--- src/rtl/sdram_mon_pkg.sv ---
package sdram_mon_pkg;

    typedef enum logic [3:0] {
        CMD_DESEL = 4'd0,
        CMD_NOP   = 4'd1,
        CMD_ACT   = 4'd2,
        CMD_RD    = 4'd3,
        CMD_RDA   = 4'd4,
        CMD_WR    = 4'd5,
        CMD_WRA   = 4'd6,
        CMD_PRE   = 4'd7,
        CMD_PREA  = 4'd8,
        CMD_MRS   = 4'd9,
        CMD_AREF  = 4'd10,
        CMD_SREF  = 4'd11,
        CMD_BST   = 4'd12
    } cmd_e;

    typedef enum logic [1:0] {
        BK_IDLE    = 2'd0,
        BK_OPEN    = 2'd1,
        BK_AUTOPRE = 2'd2
    } bank_st_e;

    typedef enum logic [2:0] {
        V_NONE      = 3'd0,
        V_MRS_BUSY  = 3'd1,
        V_MRS_CKE   = 3'd2,
        V_MODE_RSVD = 3'd3,
        V_RW_IDLE   = 3'd4,
        V_RW_EARLY  = 3'd5,
        V_AP_HIT    = 3'd6,
        V_ACT_OPEN  = 3'd7
    } viol_e;

endpackage

--- src/rtl/sdram_cmd_decode.sv ---
module sdram_cmd_decode
    import sdram_mon_pkg::*;
(
    input  logic cs_n,
    input  logic ras_n,
    input  logic cas_n,
    input  logic we_n,
    input  logic cke,
    input  logic ap,
    output cmd_e cmd
);

    always_comb begin
        cmd = CMD_DESEL;
        if (!cs_n) begin
            unique case ({ras_n, cas_n, we_n})
                3'b011:  cmd = CMD_ACT;
                3'b101:  cmd = ap ? CMD_RDA : CMD_RD;
                3'b100:  cmd = ap ? CMD_WRA : CMD_WR;
                3'b010:  cmd = ap ? CMD_PREA : CMD_PRE;
                3'b000:  cmd = CMD_MRS;
                3'b001:  cmd = cke ? CMD_AREF : CMD_SREF;
                3'b110:  cmd = CMD_BST;
                default: cmd = CMD_NOP;
            endcase
        end
    end

endmodule

--- src/rtl/sdram_mode_reg.sv ---
module sdram_mode_reg (
    input  logic       clk,
    input  logic       rst_n,
    input  logic       load,
    input  logic [9:0] bits_in,
    output logic       rsvd,
    output logic       valid,
    output logic [2:0] bl_code,
    output logic       ilv,
    output logic [1:0] cl,
    output logic       single_wr
);

    logic [2:0] bl_field;
    logic [2:0] cl_field;

    always_comb begin
        bl_field = bits_in[2:0];
        cl_field = bits_in[6:4];
        rsvd = (bl_field inside {3'd4, 3'd5, 3'd6})
            || !(cl_field inside {3'd2, 3'd3})
            || (bits_in[8:7] != 2'b00);
    end

    always_ff @(posedge clk) begin
        if (!rst_n) begin
            valid     <= 1'b0;
            bl_code   <= 3'd0;
            ilv       <= 1'b0;
            cl        <= 2'd0;
            single_wr <= 1'b0;
        end else if (load) begin
            valid     <= 1'b1;
            bl_code   <= bits_in[2:0];
            ilv       <= bits_in[3];
            cl        <= bits_in[5:4];
            single_wr <= bits_in[9];
        end
    end

endmodule

--- src/rtl/sdram_bank_fsm.sv ---
module sdram_bank_fsm
    import sdram_mon_pkg::*;
#(
    parameter int ROW_W    = 13,
    parameter int TRCD     = 3,
    parameter int PAGE_LEN = 512
) (
    input  logic                              clk,
    input  logic                              rst_n,
    input  logic                              act,
    input  logic                              close,
    input  logic                              rw_ap,
    input  logic [ROW_W-1:0]                  row_in,
    input  logic [$clog2(PAGE_LEN+1)-1:0]     blen,
    output bank_st_e                          state,
    output logic [ROW_W-1:0]                  row,
    output logic                              rcd_ok
);

    localparam int AP_W  = $clog2(PAGE_LEN + 1);
    localparam int RCD_W = (TRCD > 1) ? $clog2(TRCD) : 1;

    bank_st_e          st_q, st_d;
    logic [ROW_W-1:0]  row_q, row_d;
    logic [RCD_W-1:0]  rcd_q, rcd_d;
    logic [AP_W-1:0]   apc_q, apc_d;

    // next-state: IDLE -activate-> OPEN; OPEN -precharge-> IDLE;
    // OPEN -read/write with close-> AUTOPRE; AUTOPRE -burst done-> IDLE
    always_comb begin
        st_d  = st_q;
        row_d = row_q;
        apc_d = apc_q;
        rcd_d = (rcd_q != '0) ? rcd_q - RCD_W'(1) : rcd_q;
        unique case (st_q)
            BK_IDLE: begin
                if (act) begin
                    st_d  = BK_OPEN;
                    row_d = row_in;
                    rcd_d = RCD_W'(TRCD - 1);
                end
            end
            BK_OPEN: begin
                if (close) begin
                    st_d = BK_IDLE;
                end else if (rw_ap) begin
                    st_d  = BK_AUTOPRE;
                    apc_d = blen;
                end
            end
            BK_AUTOPRE: begin
                if (apc_q <= AP_W'(1)) begin
                    st_d  = BK_IDLE;
                    apc_d = '0;
                end else begin
                    apc_d = apc_q - AP_W'(1);
                end
            end
            default: st_d = BK_IDLE;
        endcase
    end

    always_ff @(posedge clk) begin
        if (!rst_n) begin
            st_q  <= BK_IDLE;
            row_q <= '0;
            rcd_q <= '0;
            apc_q <= '0;
        end else begin
            st_q  <= st_d;
            row_q <= row_d;
            rcd_q <= rcd_d;
            apc_q <= apc_d;
        end
    end

    always_comb begin
        state  = st_q;
        row    = row_q;
        rcd_ok = (rcd_q == '0);
    end

endmodule

--- src/rtl/sdram_cmd_monitor.sv ---
module sdram_cmd_monitor
    import sdram_mon_pkg::*;
#(
    parameter int NBANK    = 4,
    parameter int ROW_W    = 13,
    parameter int TRCD     = 3,
    parameter int PAGE_LEN = 512
) (
    input  logic                     clk,
    input  logic                     rst_n,
    input  logic                     cs_n,
    input  logic                     ras_n,
    input  logic                     cas_n,
    input  logic                     we_n,
    input  logic                     cke,
    input  logic [$clog2(NBANK)-1:0] ba,
    input  logic [ROW_W-1:0]         addr,
    output logic [3:0]               cmd_o,
    output logic [2*NBANK-1:0]       bank_state_o,
    output logic [NBANK*ROW_W-1:0]   open_row_o,
    output logic                     mode_valid_o,
    output logic [2:0]               burst_len_o,
    output logic                     burst_ilv_o,
    output logic [1:0]               cas_lat_o,
    output logic                     single_wr_o,
    output logic                     viol_o,
    output logic [2:0]               viol_code_o
);

    localparam int BA_W   = $clog2(NBANK);
    localparam int AP_W   = $clog2(PAGE_LEN + 1);
    localparam int AP_BIT = 10;

    cmd_e             cmd_now, cmd_q;
    viol_e            code, code_q;
    logic             viol_q;
    logic             cke_q;
    logic             mode_rsvd;
    logic             mode_load;
    logic [AP_W-1:0]  blen;
    logic             any_busy, any_ap;
    logic             ok;

    bank_st_e         bst    [NBANK];
    logic [ROW_W-1:0] brow   [NBANK];
    logic             rcd_ok [NBANK];
    logic [NBANK-1:0] act_v, close_v, rwap_v;

    sdram_cmd_decode u_dec (
        .cs_n  (cs_n),
        .ras_n (ras_n),
        .cas_n (cas_n),
        .we_n  (we_n),
        .cke   (cke),
        .ap    (addr[AP_BIT]),
        .cmd   (cmd_now)
    );

    sdram_mode_reg u_mode (
        .clk       (clk),
        .rst_n     (rst_n),
        .load      (mode_load),
        .bits_in   (addr[9:0]),
        .rsvd      (mode_rsvd),
        .valid     (mode_valid_o),
        .bl_code   (burst_len_o),
        .ilv       (burst_ilv_o),
        .cl        (cas_lat_o),
        .single_wr (single_wr_o)
    );

    always_comb begin
        unique case (burst_len_o)
            3'd0:    blen = AP_W'(1);
            3'd1:    blen = AP_W'(2);
            3'd2:    blen = AP_W'(4);
            3'd3:    blen = AP_W'(8);
            3'd7:    blen = AP_W'(PAGE_LEN);
            default: blen = AP_W'(1);
        endcase
    end

    always_comb begin
        any_busy = 1'b0;
        any_ap   = 1'b0;
        for (int b = 0; b < NBANK; b++) begin
            if (bst[b] != BK_IDLE)    any_busy = 1'b1;
            if (bst[b] == BK_AUTOPRE) any_ap   = 1'b1;
        end
    end

    // legality against the state held before this edge
    always_comb begin
        code = V_NONE;
        unique case (cmd_now)
            CMD_ACT: begin
                if (bst[ba] != BK_IDLE) code = V_ACT_OPEN;
            end
            CMD_RD, CMD_RDA, CMD_WR, CMD_WRA: begin
                if (bst[ba] == BK_IDLE)         code = V_RW_IDLE;
                else if (bst[ba] == BK_AUTOPRE) code = V_AP_HIT;
                else if (!rcd_ok[ba])           code = V_RW_EARLY;
            end
            CMD_PRE: begin
                if (bst[ba] == BK_AUTOPRE) code = V_AP_HIT;
            end
            CMD_PREA, CMD_BST: begin
                if (any_ap) code = V_AP_HIT;
            end
            CMD_MRS: begin
                if (any_busy)       code = V_MRS_BUSY;
                else if (!cke_q)    code = V_MRS_CKE;
                else if (mode_rsvd) code = V_MODE_RSVD;
            end
            default: code = V_NONE;
        endcase
    end

    always_comb begin
        ok        = (code == V_NONE);
        mode_load = ok && (cmd_now == CMD_MRS);
        for (int b = 0; b < NBANK; b++) begin
            act_v[b]   = ok && (cmd_now == CMD_ACT) && (ba == BA_W'(b));
            close_v[b] = ok && (((cmd_now == CMD_PRE) && (ba == BA_W'(b)))
                                || (cmd_now == CMD_PREA));
            rwap_v[b]  = ok && ((cmd_now == CMD_RDA) || (cmd_now == CMD_WRA))
                            && (ba == BA_W'(b));
        end
    end

    generate
        for (genvar g = 0; g < NBANK; g++) begin : g_bank
            sdram_bank_fsm #(
                .ROW_W    (ROW_W),
                .TRCD     (TRCD),
                .PAGE_LEN (PAGE_LEN)
            ) u_bank (
                .clk    (clk),
                .rst_n  (rst_n),
                .act    (act_v[g]),
                .close  (close_v[g]),
                .rw_ap  (rwap_v[g]),
                .row_in (addr),
                .blen   (blen),
                .state  (bst[g]),
                .row    (brow[g]),
                .rcd_ok (rcd_ok[g])
            );
            assign bank_state_o[2*g +: 2]     = bst[g];
            assign open_row_o[g*ROW_W +: ROW_W] = brow[g];
        end
    endgenerate

    always_ff @(posedge clk) begin
        if (!rst_n) begin
            cmd_q  <= CMD_DESEL;
            code_q <= V_NONE;
            viol_q <= 1'b0;
            cke_q  <= 1'b0;
        end else begin
            cmd_q  <= cmd_now;
            code_q <= code;
            viol_q <= (code != V_NONE);
            cke_q  <= cke;
        end
    end

    always_comb begin
        cmd_o       = cmd_q;
        viol_o      = viol_q;
        viol_code_o = code_q;
    end

endmodule

--- config.mk ---
export PLATFORM = sky130hd
export DESIGN_NAME = sdram_cmd_monitor
export DESIGN_NICKNAME = d
export VERILOG_FILES = /design/src/rtl/sdram_mon_pkg.sv /design/src/rtl/sdram_cmd_decode.sv /design/src/rtl/sdram_mode_reg.sv /design/src/rtl/sdram_bank_fsm.sv /design/src/rtl/sdram_cmd_monitor.sv
export SDC_FILE = /design/constraint.sdc
export NUM_CORES = 1
export LEC_CHECK = 0
export ABC_AREA = 1
export BUFFER_PORTS_ARGS = -buffer_cell sky130_fd_sc_hd__buf_2
export CAP_MARGIN = 15
export CORE_UTILIZATION = 45
export DETAILED_ROUTE_END_ITERATION = 16
export PLACE_DENSITY = 0.66
export SYNTH_ARGS = -nofsm -noshare
export SYNTH_HDL_FRONTEND = slang
export SYNTH_SLANG_ARGS = --single-unit
--- constraint.sdc ---
create_clock -name clk -period 3.2 [get_ports clk]
set_input_delay 0 -clock clk [delete_from_list [all_inputs] [get_ports clk]]
set_output_delay 0 -clock clk [all_outputs]
set_load 0.005 [all_outputs]
## Word-level counts from Yosys, hierarchy flattened

Cells that the tools add are included.

- Add/subtract/negate cells: 8
- Order comparisons: 5
- Equality and inequality tests: 56
- Mux-type cells: 79
- Bitwise operators: 1
- Reduce and logical (&&, ||, !) cells: 70

Operator list:

| kind | number |
|---|---|
| 10-bit two-way mux | 12 |
| 10-bit case mux with 2 select lines | 4 |
| 2-bit two-way mux | 34 |
| 10-bit by 1-bit less-or-equal comparator with 1-bit output (second input constant) | 4 |
| 10-bit case mux with 4 select lines | 1 |
| 10-bit by 1-bit subtractor with 10-bit output (second input constant) | 4 |
| 2-bit nonzero test | 15 |
| 4-bit case mux with 7 select lines | 1 |
| 2-bit by 1-bit != test with 1-bit output (second input constant) | 12 |
| 2-bit case mux with 3 select lines | 4 |
| 3-bit AND reduction | 8 |
| 3-bit equality test (second input constant) | 7 |
| 3-bit two-way mux | 7 |
| 2-bit zero test | 10 |
| 1-bit logical AND | 19 |
| 3-bit by 2-bit equality test with 1-bit output (second input constant) | 6 |
| 4-bit by 3-bit equality test with 1-bit output (second input constant) | 4 |
| 3-bit case mux with 5 select lines | 1 |
| 2-bit equality test (second input constant) | 7 |
| 4-bit equality test (second input constant) | 3 |
| 3-bit by 1-bit != test with 1-bit output (second input constant) | 4 |
| 1-bit two-way mux | 11 |
| 2-bit by 1-bit equality test with 1-bit output (second input constant) | 5 |
| 4-bit by 2-bit equality test with 1-bit output (second input constant) | 2 |
| 15 further kinds | 34 |

- Register bits after elaboration: 125
- Bits of input ports: 22
- Output and inout bits: 76
- Word-level logic and storage cells: 244

## Logic depth before layout (Yosys ltp)

- Word-level depth: 15
- Depth in mapped cells: 20
- Gate-level depth less buffers: 19

## Modules after synthesis

Synthesis repeated with hierarchy kept, for this count alone.

- Cell total of the unflattened synthesis: 995
- Area total of the unflattened synthesis: 6,642.6 um^2

Modules (own cells, without submodules):

| module | instances | cells each | area an instance (um^2) | sequential area each (um^2) |
|---|---|---|---|---|
| sdram_bank_fsm | 4 | 188 | 1,317.5 | 540.5 |
| sdram_cmd_monitor | 1 | 157 | 892.1 | 180.2 |
| sdram_mode_reg | 1 | 51 | 334.1 | 160.2 |
| sdram_cmd_decode | 1 | 35 | 146.4 | 0.0 |

## Least setup slack after synthesis

OpenSTA, ideal clock, no wires.

- Path type: reg2reg
- From: register g_bank[3].u_bank.st_q[0]
- To: register g_bank[1].u_bank.apc_q[0]
- Library setup time: 113 ps
- Data arrival time: 2,201 ps
- Data required time: 3,087 ps
- Setup slack: 886 ps
- Stages on the path, launching flop included: 16
- Buffers on the path: 1
- Period minus slack after synthesis: 2,314 ps
- Path through: dfxtp_1 > inv_1 > ha_1 > inv_1 > nand4_1 > nand4_1 > nand2_1 > inv_1 > nand3_4 > nor2_8 > nand3_4 > o21ai_2 > nand2_1 > buf_2 > o21ai_1 > nor2_1

- Word-level cells in the longest chain between the ends: 12
- Elaborated cells on any way between the ends: 24
- Classes of those cells: eq/ne (4); mux (12); reduce/logical (8)

RTL lines:

| what | RTL line | source |
|---|---|---|
| start, declared | sdram_bank_fsm.sv:23 | `bank_st_e st_q, st_d;` |
| start signal, assigned | sdram_bank_fsm.sv:70 | `st_q <= st_d;` |
| 2-bit binary-select mux with 2-bit select | - |  |
| 2-bit two-way mux (not written as such) (2 in series) | - |  |
| 2-bit equality test | sdram_cmd_monitor.sv:101, sdram_cmd_monitor.sv:105 |  |
| 3-bit two-way mux | sdram_cmd_monitor.sv:101 | `else if (bst[ba] == BK_AUTOPRE) code = V_AP_HIT;` |
| 3-bit two-way mux | sdram_cmd_monitor.sv:100 | `if (bst[ba] == BK_IDLE) code = V_RW_IDLE;` |
| 3-bit case mux with 5 select lines (*) | sdram_cmd_monitor.sv:95 | `unique case (cmd_now)` |
| 3-bit zero test (*) | sdram_cmd_monitor.sv:120 | `ok = (code == V_NONE);` |
| 1-bit logical AND | sdram_cmd_monitor.sv:126 | `rwap_v[b] = ok && ((cmd_now == CMD_RDA) \|\| (cmd_now == CMD_WRA))` |
| 1-bit logical AND | sdram_cmd_monitor.sv:127 | `&& (ba == BA_W'(b));` |
| 2-bit by 1-bit != test with 1-bit output (no line) | - |  |
| 3-bit AND reduction (no line) (*) | - |  |
| end signal, assigned | sdram_bank_fsm.sv:73 | `apc_q <= apc_d;` |
| end, declared | sdram_bank_fsm.sv:26 | `logic [AP_W-1:0] apc_q, apc_d;` |

Mark *: on every way between the ends. The rest lies on a longest branch, timed or not. The select of a mux whose other input is x is not followed.
A chain may end at the register's enable or synchronous reset.

## Worst setup path after layout

- From: register g_bank[3].u_bank.st_q[0]
- To: register g_bank[1].u_bank.apc_q[7]

The elaborated chain is that of the path after synthesis.

==> out/metrics.cfg <==
[cts]
clockBufferDepth=2
htree_levels=4
insertion_delay_ns=0.43
clkSlewWorstSetupHoldPaths_ns=0.06
cts-root-buf=clkbuf_16
cts_made_buffers=17
cts_tree=yes
post_cts_buffers=0
cts.sinks=125

[power_and_ir_drop]
max-vdd-ir-drop_uv=455
leakagePower_nw=3.80
power_density_nw_per_um2=779

[critical_path]
critical_path_class=reg -> reg
reg2reg_slack_ns=0.28
cpLargestDelayFamily=simple AND/OR/NAND/NOR gates
regToRegEndpoint=g_bank[1].u_bank.apc_q[7]$_SDFFE_PN0P_
startpoint_type=register
r2r-start=g_bank[3].u_bank.state[0]$_SDFFE_PN0P_
crit_chain=inv_1 > ha_1 > inv_1 > nand4_1 > nand4_1 > nand2_1 > inv_1 > nand3_4 > nor2_8 > nand3_4 > o21ai_2 > nand2_1 > inv_2 > nor2_1 > nor2_1
critPathMaxFanout=11
crit_top_cell=inv_1
cpPeakStageDelay_ns=0.40
crit_slowest_cell=dfxtp_1
rr_worst_depth=15
endpoint_kind=register
cp_data_arrival_time_ns=3.27
critical_path_required_ns=3.55
crit_buf_inv=4

[min_path]
hold_start=cas_n
hold_path_class=in -> reg
min_to=cmd_o[2]$_SDFF_PN0_
hold_depth=4

[detailed_routing]
drt-pass1-iter-count=5
wl_per_cell_um=13.9
drtIter0Drc=389
vias_per_cell=5.12
final_antenna_net_count=0
drc=0
via_count=6249
wirelength_mm=16.9

[global_route]
grt-ovfl-total=0
grt_pass1_vias=5705
grt.total_usage_pct=24.1
grt_max_degree=85
grt_antenna_before_repair=0
grt_pass1_wl_mm=28.0

[sta]
slew_headroom_pct=37.8
rsz0062_at_grt=false
worst_pin_slew_ns=0.931
min_period_over_period_pct=91.2
tns_ns=0
report.final.hold_viol_count=0
fin_skew_ns=0.00841
worst_slack_ns=0.282
slew_violations=0
fmax_mhz=343
min_period_ns=2.92
final-setup-viol-count=0

[job]
maxCapViolCount=0

[finish]
fin_nets=1073
diodes=0
final_common_cell=nor2_1
layout_common_cells=nor2_1, nand2_1, dfxtp_1, buf_2, inv_1
fin_cells=1220
fill_cells=1379
syn_to_final_growth_pct=21.7
drive_above_1_share_pct=17.7

[yosys]
synth_area_um2=6450
seq_area_frac_synth_pct=38.8
synth-seq-cells=125
yosysUniqueCellTypes=36
synth_area_leaders=dfxtp_1, nor2_1, nand2_1
postSynthAreaPerCell_um2=7.05
yosys.area.top_type=dfxtp_1
synthCells=915
synth_fp_nets=961
ys_warn_count=0
synth_top_area_share_pct=38.8

[floorplan]
core_area_um2=13900
die_area_um2=14800
rows=43
initial_core_util_pct=46.3
die_w_um=122
die_y_um=122
io-pin-count=98

[run_status]
status=complete, no violations

[place]
portBuffers=97
post-place-ws_ns=0.302
dp_hpwl_mm=12.0
dp.cells=1173
gp_routability_congestion=0.866

==> flip-flops by register name, indices dropped and copies added (netlist names), 2 cells and up <==
register,flops
u_mode.bl_code,3
u_mode.cl,2
g_bank.u_bank.apc_q,40
g_bank.u_bank.rcd_q,8
g_bank.u_bank.row,52
cmd_o,4
viol_code_o,3
g_bank.u_bank.state,8
==> synth_stat cells <==
library cell    n
nand2_4         1
nand2_2         4
o2111ai_1       1
buf_6           2
ha_1           24
o22ai_1        22
a21oi_1        53
o21ai_4         1
o21bai_1        1
nor3_1         23
inv_2          11
nand3_1        46
nor4_2          1
inv_1          79
xnor2_1        14
o21ai_0        69
clkbuf_1       15
nand3b_1        1
buf_4           5
nor2_4          8
dfxtp_1       125
or2_2           6
nor2_8          1
nor2_2          2
o21ai_1        10
nand2_1       144
nand4_1        10
nand3_4         3
nor2_1        198
nor4_1          5
nand4_2         4
xor2_1         13
o21a_1          1
nor4b_1         2
buf_2           8
o21ai_2         2
==> logic make-up (layout without fill, tap and decap cells) <==
family / count (synthesis) / count (layout) / synth area share (%)
and+or+nand+nor: 459 / 459 / 31.9
AOI/OAI and AO/OA: 160 / 160 / 13.3
DFF: 125 / 125 / 38.8
buffers and inverters: 120 / 245 / 7.66
xor gates and xnor gates: 27 / 27 / 3.67
adders and majority gates: 24 / 24 / 4.66
==> power breakdown <==
part | switching, mW | internal [mW]
clock | 0.807 | 1.20
combinational | 1.39 | 0.829
sequential | 0.152 | 1.73
==> timing repair <==
action	CTS	global route
gates resized for setup	0	0
hold buffers	15	0
hold endpoints to repair	60	0
==> through the flow <==
step	util, %	power, mW	cell area, um^2	hold slack (ns)
floorplan	-	3.59	6450	0.0935
global placement	50.8	4.11	7090	0.214
finish	56.3	6.11	7850	0.0461
CTS	56.3	6.14	7850	0.0383
global route	56.3	6.53	7850	0.0832
detailed placement	50.8	4.11	7090	0.220
==> cell type report <==
type                       count  area (um^2)  share of cell area, %
clock buffer                  18          439                   5.60
clock inverter                14          173                   2.20
inverter                      90          338                   4.30
multi-input combinational    670         3450                   44.0
sequential                   125         2500                   31.9
tap                          180          225                   2.87
timing repair buffer         123          718                   9.15
==> layer usage <==
| layer | wire length, um | track usage [%] |
|---|---|---|
| met1 | 7850 | 31.7 |
| met2 | 7970 | 38.5 |
| met3 | 941 | 6.84 |
| met4 | 152 | 6.25 |
| met5 | 0 | 0 |
==> worst max path at each step <==
stage | end | slack [ns] | depth (start not counted) | start
after detailed placement | g_bank[1].u_bank.apc_q[7]$_SDFFE_PN0P_ | 0.30 | 15 | g_bank[3].u_bank.state[0]$_SDFFE_PN0P_
after global placement | g_bank[1].u_bank.apc_q[2]$_SDFFE_PN0P_ | 0.39 | 15 | g_bank[3].u_bank.state[0]$_SDFFE_PN0P_
after floorplan | g_bank[1].u_bank.apc_q[0]$_SDFFE_PN0P_ | 0.89 | 15 | g_bank[3].u_bank.state[0]$_SDFFE_PN0P_
final | g_bank[1].u_bank.apc_q[7]$_SDFFE_PN0P_ | 0.28 | 15 | g_bank[3].u_bank.state[0]$_SDFFE_PN0P_
after global routing | g_bank[1].u_bank.apc_q[1]$_SDFFE_PN0P_ | 0.05 | 15 | g_bank[0].u_bank.state[0]$_SDFFE_PN0P_
after CTS | g_bank[1].u_bank.apc_q[7]$_SDFFE_PN0P_ | 0.28 | 15 | g_bank[3].u_bank.state[0]$_SDFFE_PN0P_
==> worst register-to-register path, cell delays in order, from the launching register on <==
cell	delay, ns
dfxtp_1	0.40
inv_1	0.10
ha_1	0.28
inv_1	0.21
nand4_1	0.18
nand4_1	0.17
nand2_1	0.07
inv_1	0.09
nand3_4	0.11
nor2_8	0.19
nand3_4	0.15
o21ai_2	0.23
nand2_1	0.30
inv_2	0.22
nor2_1	0.06
nor2_1	0.10
No activity file was read; power rests on OpenSTA's default activity.
